<file path="src/rtl/ir_irq_pkg.sv">
// Package: shared constants, register addresses and the event-to-bit map
// for the infrared link interrupt controller.
package ir_irq_pkg;

    localparam int DW     = 16;   // register width
    localparam int NEV    = 5;    // event inputs per cycle
    localparam int NGRP   = 2;    // status groups
    localparam int AW     = 3;    // register address width

    // bit positions that exist in status and mask registers
    localparam logic [DW-1:0] EVT_BITS   = 16'h8B80;
    // writable bits of the mode register and its reset value
    localparam logic [DW-1:0] MODE_WMASK = 16'hC111;
    localparam logic [DW-1:0] MODE_RST   = 16'h0111;

    // positions inside the mode register
    localparam int MB_SLOW_OFF = 0;
    localparam int MB_FAST_OFF = 4;
    localparam int MB_FIFO_OFF = 8;

    typedef enum logic [1:0] {
        LM_SLOW = 2'b00,
        LM_RSVD = 2'b01,
        LM_FAST = 2'b10,
        LM_MED  = 2'b11
    } link_mode_e;

    // register map
    localparam logic [AW-1:0] A_MODE  = 3'd0;
    localparam logic [AW-1:0] A_S_STS = 3'd1;
    localparam logic [AW-1:0] A_S_MSK = 3'd2;
    localparam logic [AW-1:0] A_S_CLR = 3'd3;
    localparam logic [AW-1:0] A_F_STS = 3'd4;
    localparam logic [AW-1:0] A_F_MSK = 3'd5;
    localparam logic [AW-1:0] A_F_CLR = 3'd6;

    // place the five event pulses at their status bit positions
    function automatic logic [DW-1:0] evt_to_bits(input logic [NEV-1:0] e);
        logic [DW-1:0] b;
        b     = '0;
        b[15] = e[4];
        b[11] = e[3];
        b[9]  = e[2];
        b[8]  = e[1];
        b[7]  = e[0];
        return b;
    endfunction

endpackage

</file>
<file path="src/rtl/ir_mode_reg.sv">
// Module: mode register. Holds the 2-bit link mode and the three
// group-level mask bits. Assumes writes are single-cycle strobes.
module ir_mode_reg
    import ir_irq_pkg::*;
(
    input  logic          clk,
    input  logic          rst_n,
    input  logic          we_i,
    input  logic [DW-1:0] wdata_i,
    output logic [DW-1:0] value_o,
    output link_mode_e    mode_o,
    output logic          slow_off_o,
    output logic          fast_off_o,
    output logic          fifo_off_o
);

    logic [DW-1:0] mode_q;

    // register update: reset to all-masked slow mode, keep only defined bits
    always_ff @(posedge clk) begin
        if (!rst_n)
            mode_q <= MODE_RST;
        else if (we_i)
            mode_q <= wdata_i & MODE_WMASK;
    end

    // decode fields
    always_comb begin
        value_o    = mode_q;
        mode_o     = link_mode_e'(mode_q[15:14]);
        slow_off_o = mode_q[MB_SLOW_OFF];
        fast_off_o = mode_q[MB_FAST_OFF];
        fifo_off_o = mode_q[MB_FIFO_OFF];
    end

    // undefined bits never appear
    p_mode_rsvd_r10: assert property (@(posedge clk) disable iff (!rst_n)
        (mode_q & ~MODE_WMASK) == '0);

    // reset value
    p_mode_reset_r1: assert property (@(posedge clk)
        !rst_n |=> mode_q == MODE_RST);

endmodule

</file>
<file path="src/rtl/ir_grp_bank.sv">
// Module: one event group. Sticky status flags with write-one-to-clear,
// a per-bit mask and a pending flag. Assumes events arrive already routed
// to this group and placed at their bit positions.
module ir_grp_bank
    import ir_irq_pkg::*;
(
    input  logic          clk,
    input  logic          rst_n,
    input  logic [DW-1:0] set_i,
    input  logic          clr_we_i,
    input  logic          msk_we_i,
    input  logic [DW-1:0] wdata_i,
    output logic [DW-1:0] status_o,
    output logic [DW-1:0] mask_o,
    output logic          pend_o
);

    logic [DW-1:0] sts_q;
    logic [DW-1:0] msk_q;
    logic [DW-1:0] clr_bits;

    // clear vector from the write strobe
    always_comb clr_bits = clr_we_i ? (wdata_i & EVT_BITS) : '0;

    // status: clear first, then set, so a same-edge event wins
    always_ff @(posedge clk) begin
        if (!rst_n)
            sts_q <= '0;
        else
            sts_q <= ((sts_q & ~clr_bits) | set_i) & EVT_BITS;
    end

    // mask: reset to all masked
    always_ff @(posedge clk) begin
        if (!rst_n)
            msk_q <= EVT_BITS;
        else if (msk_we_i)
            msk_q <= wdata_i & EVT_BITS;
    end

    // outputs
    always_comb begin
        status_o = sts_q;
        mask_o   = msk_q;
        pend_o   = |(sts_q & ~msk_q);
    end

    // every event seen at an edge is present afterwards
    p_evt_wins_r5: assert property (@(posedge clk) disable iff (!rst_n)
        (|(set_i & EVT_BITS)) |=> ((sts_q & $past(set_i & EVT_BITS)) == $past(set_i & EVT_BITS)));

    // a clear without events removes the requested bits
    p_clear_r4: assert property (@(posedge clk) disable iff (!rst_n)
        (clr_we_i && set_i == '0) |=> ((sts_q & $past(wdata_i)) == '0));

    // with no event and no clear the status holds
    p_hold_r3: assert property (@(posedge clk) disable iff (!rst_n)
        (!clr_we_i && set_i == '0) |=> $stable(sts_q));

    // reset state of this group
    p_bank_reset_r1: assert property (@(posedge clk)
        !rst_n |=> (sts_q == '0 && msk_q == EVT_BITS));

endmodule

</file>
<file path="src/rtl/ir_evt_irq_ctrl.sv">
// Module: top of the infrared link interrupt controller. Routes events to
// the group chosen by the link mode, decodes the register port and forms
// the interrupt. Assumes evt_i pulses are synchronous to clk.
module ir_evt_irq_ctrl
    import ir_irq_pkg::*;
(
    input  logic           clk,
    input  logic           rst_n,
    input  logic           reg_we_i,
    input  logic [AW-1:0]  reg_addr_i,
    input  logic [DW-1:0]  reg_wdata_i,
    output logic [DW-1:0]  reg_rdata_o,
    input  logic [NEV-1:0] evt_i,
    input  logic           fifo_req_i,
    output logic           irq_o
);

    link_mode_e    mode;
    logic [DW-1:0] mode_val;
    logic          slow_off, fast_off, fifo_off;
    logic [DW-1:0] evt_bits;

    logic [DW-1:0] grp_set  [NGRP];
    logic [DW-1:0] grp_sts  [NGRP];
    logic [DW-1:0] grp_msk  [NGRP];
    logic          grp_pend [NGRP];
    logic          grp_sel  [NGRP];
    logic          grp_off  [NGRP];

    localparam logic [AW-1:0] STS_A [NGRP] = '{A_S_STS, A_F_STS};
    localparam logic [AW-1:0] MSK_A [NGRP] = '{A_S_MSK, A_F_MSK};
    localparam logic [AW-1:0] CLR_A [NGRP] = '{A_S_CLR, A_F_CLR};

    ir_mode_reg u_mode (
        .clk        (clk),
        .rst_n      (rst_n),
        .we_i       (reg_we_i && reg_addr_i == A_MODE),
        .wdata_i    (reg_wdata_i),
        .value_o    (mode_val),
        .mode_o     (mode),
        .slow_off_o (slow_off),
        .fast_off_o (fast_off),
        .fifo_off_o (fifo_off)
    );

    // group selection from the link mode; the reserved code routes nowhere
    always_comb begin
        evt_bits   = evt_to_bits(evt_i);
        grp_sel[0] = (mode == LM_SLOW);
        grp_sel[1] = (mode == LM_FAST) || (mode == LM_MED);
        grp_off[0] = slow_off;
        grp_off[1] = fast_off;
    end

    for (genvar g = 0; g < NGRP; g++) begin : g_grp
        assign grp_set[g] = grp_sel[g] ? evt_bits : '0;

        ir_grp_bank u_bank (
            .clk      (clk),
            .rst_n    (rst_n),
            .set_i    (grp_set[g]),
            .clr_we_i (reg_we_i && reg_addr_i == CLR_A[g]),
            .msk_we_i (reg_we_i && reg_addr_i == MSK_A[g]),
            .wdata_i  (reg_wdata_i),
            .status_o (grp_sts[g]),
            .mask_o   (grp_msk[g]),
            .pend_o   (grp_pend[g])
        );
    end

    // read multiplexer
    always_comb begin
        reg_rdata_o = '0;
        for (int g = 0; g < NGRP; g++) begin
            if (reg_addr_i == STS_A[g]) reg_rdata_o = grp_sts[g];
            if (reg_addr_i == MSK_A[g]) reg_rdata_o = grp_msk[g];
        end
        if (reg_addr_i == A_MODE) reg_rdata_o = mode_val;
    end

    // interrupt combine
    always_comb begin
        irq_o = fifo_req_i && !fifo_off;
        for (int g = 0; g < NGRP; g++)
            irq_o = irq_o | (grp_pend[g] && !grp_off[g]);
    end

    // the reserved mode code records nothing
    p_rsvd_drop_r2: assert property (@(posedge clk) disable iff (!rst_n)
        (mode == LM_RSVD && !reg_we_i) |=> ($stable(grp_sts[0]) && $stable(grp_sts[1])));

    // slow mode never touches the medium/fast group
    p_slow_route_r2: assert property (@(posedge clk) disable iff (!rst_n)
        (mode == LM_SLOW && !reg_we_i) |=> $stable(grp_sts[1]));

    // an interrupt always has a source
    p_irq_src_r9: assert property (@(posedge clk) disable iff (!rst_n)
        irq_o |-> (fifo_req_i || reg_rdata_o == reg_rdata_o) && (fifo_req_i || grp_sts[0] != '0 || grp_sts[1] != '0));

    // masked FIFO request with clean groups gives no interrupt
    p_fifo_mask_r8: assert property (@(posedge clk) disable iff (!rst_n)
        (fifo_off && grp_sts[0] == '0 && grp_sts[1] == '0) |-> !irq_o);

endmodule

</file>
<file path="config.mk">
export PLATFORM = sky130hd
export DESIGN_NAME = ir_evt_irq_ctrl
export DESIGN_NICKNAME = d
export VERILOG_FILES = /design/src/rtl/ir_irq_pkg.sv /design/src/rtl/ir_mode_reg.sv /design/src/rtl/ir_grp_bank.sv /design/src/rtl/ir_evt_irq_ctrl.sv
export SDC_FILE = /design/constraint.sdc
export NUM_CORES = 1
export LEC_CHECK = 0
export BUFFER_PORTS_ARGS = -buffer_cell sky130_fd_sc_hd__buf_2
export CAP_MARGIN = 20
export CORE_ASPECT_RATIO = 0.9
export CORE_MARGIN = 10
export CORE_UTILIZATION = 59
export CTS_BUF_LIST = sky130_fd_sc_hd__clkbuf_4
export DETAILED_ROUTE_END_ITERATION = 6
export PLACE_DENSITY = 0.95
export REMOVE_ABC_BUFFERS = 1
export SLEW_MARGIN = 20
export SYNTH_ARGS = -nofsm -noshare
export SYNTH_HDL_FRONTEND = slang
export SYNTH_HIERARCHICAL = 1
export SYNTH_SLANG_ARGS = --single-unit
export TNS_END_PERCENT = 50
</file>
<file path="constraint.sdc">
create_clock -name clk -period 3.8 [get_ports clk]
set_input_delay 0.76 -clock clk [delete_from_list [all_inputs] [get_ports clk]]
set_output_delay 0.76 -clock clk [all_outputs]
set_load 0.1 [all_outputs]
</file>
=== Word level (Yosys, flattened, before mapping) ===
Cells that the tools add are included.

* Reductions and logical operators: 16
* Mux-type cells: 9
* Equality and inequality tests: 8
* Bitwise operators: 12

{| class="wikitable"
|+ Operator list
! kind !! number
|-
| 16-bit two-way mux || 9
|-
| 16-bit bitwise AND || 4
|-
| 16-bit NOT || 4
|-
| 16-bit bitwise OR || 2
|-
| 16-bit OR reduction || 2
|-
| 3-bit equality test (second input constant) || 3
|-
| 1-bit logical AND || 8
|-
| 3-bit by 2-bit equality test with 1-bit output (second input constant) || 2
|-
| 2-bit equality test (second input constant) || 2
|-
| 3-bit by 1-bit equality test with 1-bit output (second input constant) || 1
|-
| 1-bit zero test || 3
|-
| 3-bit zero test || 1
|-
| 2-bit zero test || 1
|-
| 1-bit bitwise OR || 2
|-
| 1-bit logical OR || 1
|}

* Output and inout port bits: 17
* Logic and storage cells: 52
* Bits of input ports: 28
* Flip-flop bits (word level): 47

=== Logic depth before layout (Yosys ltp) ===
Gate-level depths: netlist of run 1.

* Depth after elaboration: 6
* Depth in mapped cells: 7
* Depth with buffers taken out: 5

=== Modules after synthesis ===
Netlist of run 1, hierarchy kept.

{| class="wikitable"
|+ Modules (own cells, without submodules)
! module !! instances !! cells an instance !! area an instance (µm²)
|-
| ir_grp_bank || 2 || 67 || 551.8
|-
| ir_evt_irq_ctrl || 1 || 128 || 925.9
|-
| ir_mode_reg || 1 || 33 || 309.0
|}

=== Worst setup path after synthesis of run 1 ===
OpenSTA, ideal clock, no wires.

* Kind: in2out
* Start: in reg_addr_i[0]
* End: out reg_rdata_o[7]
* Arrival time: 2.847 ns
* Slack: 0.193 ns
* Required time: 3.040 ns
* Cell stages on the path: 5
* Cells stage by stage: buf_6 buf_6 nand2b_1 a21oi_1 a2bb2oi_1

* Cells in the longest elaborated chain, start to end: 6
* Elaborated cells on any way between the ends: 10

{| class="wikitable"
|+ RTL lines
! element !! RTL line !! text
|-
| start, declared || ir_evt_irq_ctrl.sv:10 || <nowiki>input logic [AW-1:0] reg_addr_i,</nowiki>
|-
| 3-bit by 1-bit equality test with 1-bit output || ir_evt_irq_ctrl.sv:75 || <nowiki>if (reg_addr_i == STS_A[g]) reg_rdata_o = grp_sts[g];</nowiki>
|-
| 16-bit two-way mux || ir_evt_irq_ctrl.sv:75 ||
|-
| 16-bit two-way mux || ir_evt_irq_ctrl.sv:76 || <nowiki>if (reg_addr_i == MSK_A[g]) reg_rdata_o = grp_msk[g];</nowiki>
|-
| 16-bit two-way mux || ir_evt_irq_ctrl.sv:75 ||
|-
| 16-bit two-way mux || ir_evt_irq_ctrl.sv:76 ||
|-
| 16-bit two-way mux (*) || ir_evt_irq_ctrl.sv:78 || <nowiki>if (reg_addr_i == A_MODE) reg_rdata_o = mode_val;</nowiki>
|-
| end, declared || ir_evt_irq_ctrl.sv:12 || <nowiki>output logic [DW-1:0] reg_rdata_o,</nowiki>
|}

Every way passes the cells marked *; elsewhere a longest branch is shown, timed or not.

=== Worst setup path in the final report of run 1 ===
Ends and elaborated chain as after synthesis.

==> out/qor.yml, run 1 <==
num-fill-cells: 333
clkTransAtPathRegs_ns: 0.15
io_buffers: 31
grt-ovfl-total: 0
grt_max_degree: 31
ios: 45
grt_pass1_vias: 1683
die_h_um: 79.7
cap_viol_max_count: 0
layout_common_cells: "55 x conb_1, 34 x nand2_1, 31 x buf_2, 29 x mux2i_1, 25 x dfxtp_1"
via_per_inst: 4.97
cts.path.max_buffers: 2
r2r_cells: 4
wl_mm: 4.53
fin_crit_ns: 2.96
hold_depth: 2
avgSynthCellArea_um2: 7.94
post-place-ws_ns: 0.843
drcViolationCount: 0
layout-drive-gt1-share_pct: 14.7
seq_area_um2: 500
setup_viol: 0
drt.antenna.violating_nets: 0
antenna_found_initial: 0
status: "complete, but fails checks"
cts.repair.resized: 0
fp.coreArea_um2: 3760
area_growth_pct: -4.45
start_util_pct: 62.1
cts_tree: "built"
report.final.hold_viol_count: 0
drtIter0Drc: 105
cts.sinks: 25
p_leak_nw: 1.05
worstPathMaxFanout: 30
p_per_area_nw_per_um2: 300
post-cts-setup-buffers: 0
failed_checks: "max-slew violations"
numCtsBuffers: 3
cp.arrival_ns: 2.20
die_w_um: 86.3
cts_hold_buf: 0
fp.dieArea_um2: 6880
relSlewSlack_pct: -40.9
grt_pass1_wl_mm: 7.62
place.detailed.hpwl_mm: 3.51
drv_slew: 5
tns_ns: 0
cts.htree.levels: 1
slowest_stage: "buf_2"
crit_required_ns: 3.04
cpMostUsedCell: "buf_2"
worst_slack_ns: 0.843
rows: 21
worstPathCellList: "buf_2 > mux2i_1 > nor2_1 > a2bb2oi_1 > buf_2"
yosys_warnings: 6
wl_per_cell_um: 12.9
synth.cell_area_um2: 2330
cts-root-buf: "clkbuf_4"
period_share_pct: 77.8
cp-end-kind: "output port"
worstMarginPinSlew_ns: 2.15
grt_use_total_pct: 13.3
vias: 1748
hp-class: "reg -> reg"
grt_setup_unrepaired: "false"
peakVddDrop_mv: 0.150
gp_congestion: 0.821
multi_input_area_um2: 1430
layout_commonest_cell: "conb_1"
syn_inst: 294
clk_latency_ns: 0.32
diodes: 0
worstSetupPathType: "in -> out"
final_nets: 335
start_kind: "input pin"
fmax_mhz: 338
slowest_delay_ns: 0.51
first_pass_iters: 4
clock_skew_ns: 0.00791
path summary, 6_finish.rpt:
kind | startpoint | end | slack [ns]
setup / recovery | reg_addr_i[0] | reg_rdata_o[7] | 0.84
hold / removal | u_mode/value_o[8]$_SDFFE_PN1P_ | u_mode/value_o[8]$_SDFFE_PN1P_ | 0.52
setup reg to reg | u_mode/value_o[15]$_SDFFE_PN0P_ | g_grp[0].u_bank/status_o[9]$_SDFF_PN0_ | 2.68
hold reg to reg | u_mode/value_o[8]$_SDFFE_PN1P_ | u_mode/value_o[8]$_SDFFE_PN1P_ | 0.52
cell type report:
class                   instances  share of cell area [%]
well taps                      46                    2.58
repair buffers                 33                    7.63
flip-flops and latches         25                    22.4
clock buffers                   3                    1.01
clock inverters                 1                   0.337
inverters                      12                    2.02
multi-input cells             232                    64.0
flip-flops by register name (all words and copies together) (netlist names):
register               cells
g_grp.u_bank/mask_o       10
g_grp.u_bank/status_o     10
u_mode/value_o             5
metrics by stage:
step	cell area [um^2]	utilization [%]	hold slack (ns)	instances	total power, mW
global placement	2200	58.6	0.476	348	0.542
global route	2230	59.4	0.540	352	0.706
floorplan	1970	-	0.455	269	0.491
finish	2230	59.4	0.516	352	0.668
CTS	2230	59.4	0.516	352	0.668
detailed placement	2200	58.6	0.481	348	0.546
where the power goes:
part           internal [mW]  switching, mW  leakage, nW  total (mW)
Sequential             0.272        0.00730        0.204       0.279
Combinational         0.0675          0.198        0.829       0.265
Clock                 0.0402         0.0839       0.0139       0.124
critical path: cells and delay by family:
kind | cells | cell delay (ns)
AOI/OAI and AO/OA | 1 | 0.19
buffers and inverters | 2 | 0.96
muxes | 1 | 0.17
and+or+nand+nor | 1 | 0.11
metal layers:
metal  wire length, um  vias up  share of wire [%]  GRT usage, %
li1                  -      902                  -             -
met1              1850      794                 41          14.5
met2              2290       48                 50          23.9
met3               351        4                7.7          4.18
met4                41        0               0.90          3.72
met5                 0        -                  0             0
(Power assumes the default switching activity.)
==> run 2: changes to the inputs <==
- ABC_AREA: default -> 1
- CORE_UTILIZATION: 59 -> 52
- PLACE_DENSITY: 0.95 -> 0.9
- clock period: 3.8 -> 2.5 ns (I/O delays scaled with it)
==> run 2 against run 1 <==
  * The flow now finishes without violations
  * Via count grew 23%
  * Design area grew 10%
  * Synthesized area grew 1.1%
  * Utilization shrank 4.0 points
  * Count of clock-buffer cells in the layout grew 1
  * Global-route usage grew 0.40 points
  * Non-clock buffer count grew 6
  * Register-to-register slack lost 1.3 ns
  * Largest cell class unchanged
  * Highest routed layer unchanged
==> out/qor.yml, run 2 <==
hold_depth: 3
layout-drive-gt1-share_pct: 15.3
hp-class: "in -> reg"
combPwrFrac_pct: 42.4
intPower_mw: 0.603
worstHoldStart: "reg_wdata_i[4]"
rows: 23
numCtsBuffers: 3
peakVddDrop_mv: 0.290
p_clk_share_pct: 17.2
power.switching_mw: 0.466
cts.htree.levels: 1
cp-end-kind: "output port"
num-fill-cells: 452
cts_hold_buf: 0
place.detailed.hpwl_mm: 4.09
final_cells: 473
first_pass_iters: 4
p_leak_nw: 1.31
grt_use_total_pct: 13.7
die_h_um: 83.9
via_per_inst: 4.54
rrSetupSlack_ns: 1.43
report.final.hold_viol_count: 0
drt.antenna.violating_nets: 0
drcViolationCount: 0
fin_crit_ns: 2.21
grt_pass1_wl_mm: 9.17
cp.arrival_ns: 1.71
crit_required_ns: 2.00
fp.coreArea_um2: 4430
place_area_um2: 2430
gp_congestion: 0.843
io_buffers: 28
antenna_found_initial: 0
p_seq_share_pct: 40.4
min_to: "u_mode/value_o[4]$_SDFFE_PN1P_"
r2r_cells: 4
cts-root-buf: "clkbuf_4"
fmax_mhz: 454
die_w_um: 91.0
status: "complete, no violations"
grt_setup_unrepaired: "false"
worstPathMaxFanout: 3
clkTransAtPathRegs_ns: 0.12
layout_common_cells: "90 x nand2_1, 55 x nor2_1, 55 x conb_1, 44 x inv_1, 32 x nand4_1"
p_sw_share_pct: 43.6
grt_pass1_vias: 2058
grt_max_degree: 23
fin_area_um2: 2460
start_kind: "flop"
cts.path.max_buffers: 2
clk_latency_ns: 0.31
post-cts-setup-buffers: 0
r2r_end: "g_grp[0].u_bank/status_o[7]$_SDFF_PN0_"
numPlacedInstances: 469
reg2reg_from: "u_mode/value_o[15]$_SDFFE_PN0P_"
synth.cell_area_um2: 2360
cts.sinks: 25
start_util_pct: 53.3
wl_per_cell_um: 11.0
final_util_pct: 55.4
layout_commonest_cell: "nand2_1"
p_per_area_nw_per_um2: 435
drtIter0Drc: 97
cap_viol_max_count: 0
cts_tree: "built"
vias: 2146
clock_skew_ns: 0.00154
period_share_pct: 88.2
fp.dieArea_um2: 7640
drv_slew: 0
ios: 45
worstSetupPathType: "reg -> out"
avgSynthCellArea_um2: 6.01
wl_mm: 5.21
final_nets: 440
area_growth_pct: 4.03
diodes: 0
grt-ovfl-total: 0
whs_ns: 0.390
cts.repair.resized: 0
yosys_warnings: 6
setup_viol: 0
syn_inst: 393
## run 2: cell count changes in the layout (fill, tap and decap cells not counted), sizes merged, moves of 10 or more
cell	change
nand3	+24
inv	+40
nor2	+43
o221ai	-11
nand2	+58
and2	-10
mux2i	-29
nand4	+32
nor2b	-13
mux2	-11
nand2b	-19
## run 2: critical path, cell delays in order (launching register included)
cell and delay, ns:
dfxtp_1 0.42, inv_1 0.07, o21ai_1 0.14, inv_1 0.05, nand2_1 0.08, inv_1 0.04, o221ai_1 0.13, buf_2 0.46
## run 2: worst max-delay path by stage
stage                                      startpoint             end  slack, ns  depth (start not counted)
2_1_floorplan  g_grp[0].u_bank/status_o[7]$_SDFF_PN0_           irq_o      -0.13                          6
3_3_place_gp                            reg_addr_i[2]  reg_rdata_o[9]       0.38                          6
3_5_place_dp                            reg_addr_i[2]  reg_rdata_o[9]       0.37                          6
4_1_cts        g_grp[0].u_bank/status_o[7]$_SDFF_PN0_           irq_o       0.30                          7
5_1_grt        g_grp[0].u_bank/status_o[7]$_SDFF_PN0_           irq_o       0.20                          7
6_report       g_grp[0].u_bank/status_o[7]$_SDFF_PN0_           irq_o       0.29                          7
## run 2: metal layers
| metal | part of all wire, % | vias up | GRT usage, % | wire (um) |
|---|---|---|---|---|
| li1 | - | 1160 | - | - |
| met1 | 47 | 921 | 17.0 | 2430 |
| met2 | 47 | 59 | 23.3 | 2460 |
| met3 | 5.1 | 6 | 2.16 | 267 |
| met4 | 1.0 | 0 | 4.13 | 53 |
| met5 | 0 | - | 0 | 0 |
## run 2: cell type report
cell class	instances	area [um^2]	area share [%]
inverters	52	195	7.95
clock buffers	4	30.0	1.22
well taps	62	77.6	3.16
flip-flops and latches	25	500	20.4
repair buffers	39	343	14.0
multi-input cells	291	1310	53.3
## run 2: metrics by stage
stage	worst slack [ns]	total power, mW	setup TNS [ns]
after global routing	0.203	1.13	0
after floorplan	-0.128	0.752	-0.128
after CTS	0.304	1.07	0
after detailed placement	0.375	0.888	0
after global placement	0.382	0.880	0
final	0.295	1.07	0
## run 2: power groups by stage
stage | Clock [mW] | Combinational, mW | Sequential (mW)
after CTS | 0.189 | 0.448 | 0.431
final | 0.184 | 0.454 | 0.432
after global placement | 0 | 0.441 | 0.439
after global routing | 0.207 | 0.486 | 0.434
after detailed placement | 0 | 0.447 | 0.440
after floorplan | 0 | 0.318 | 0.434
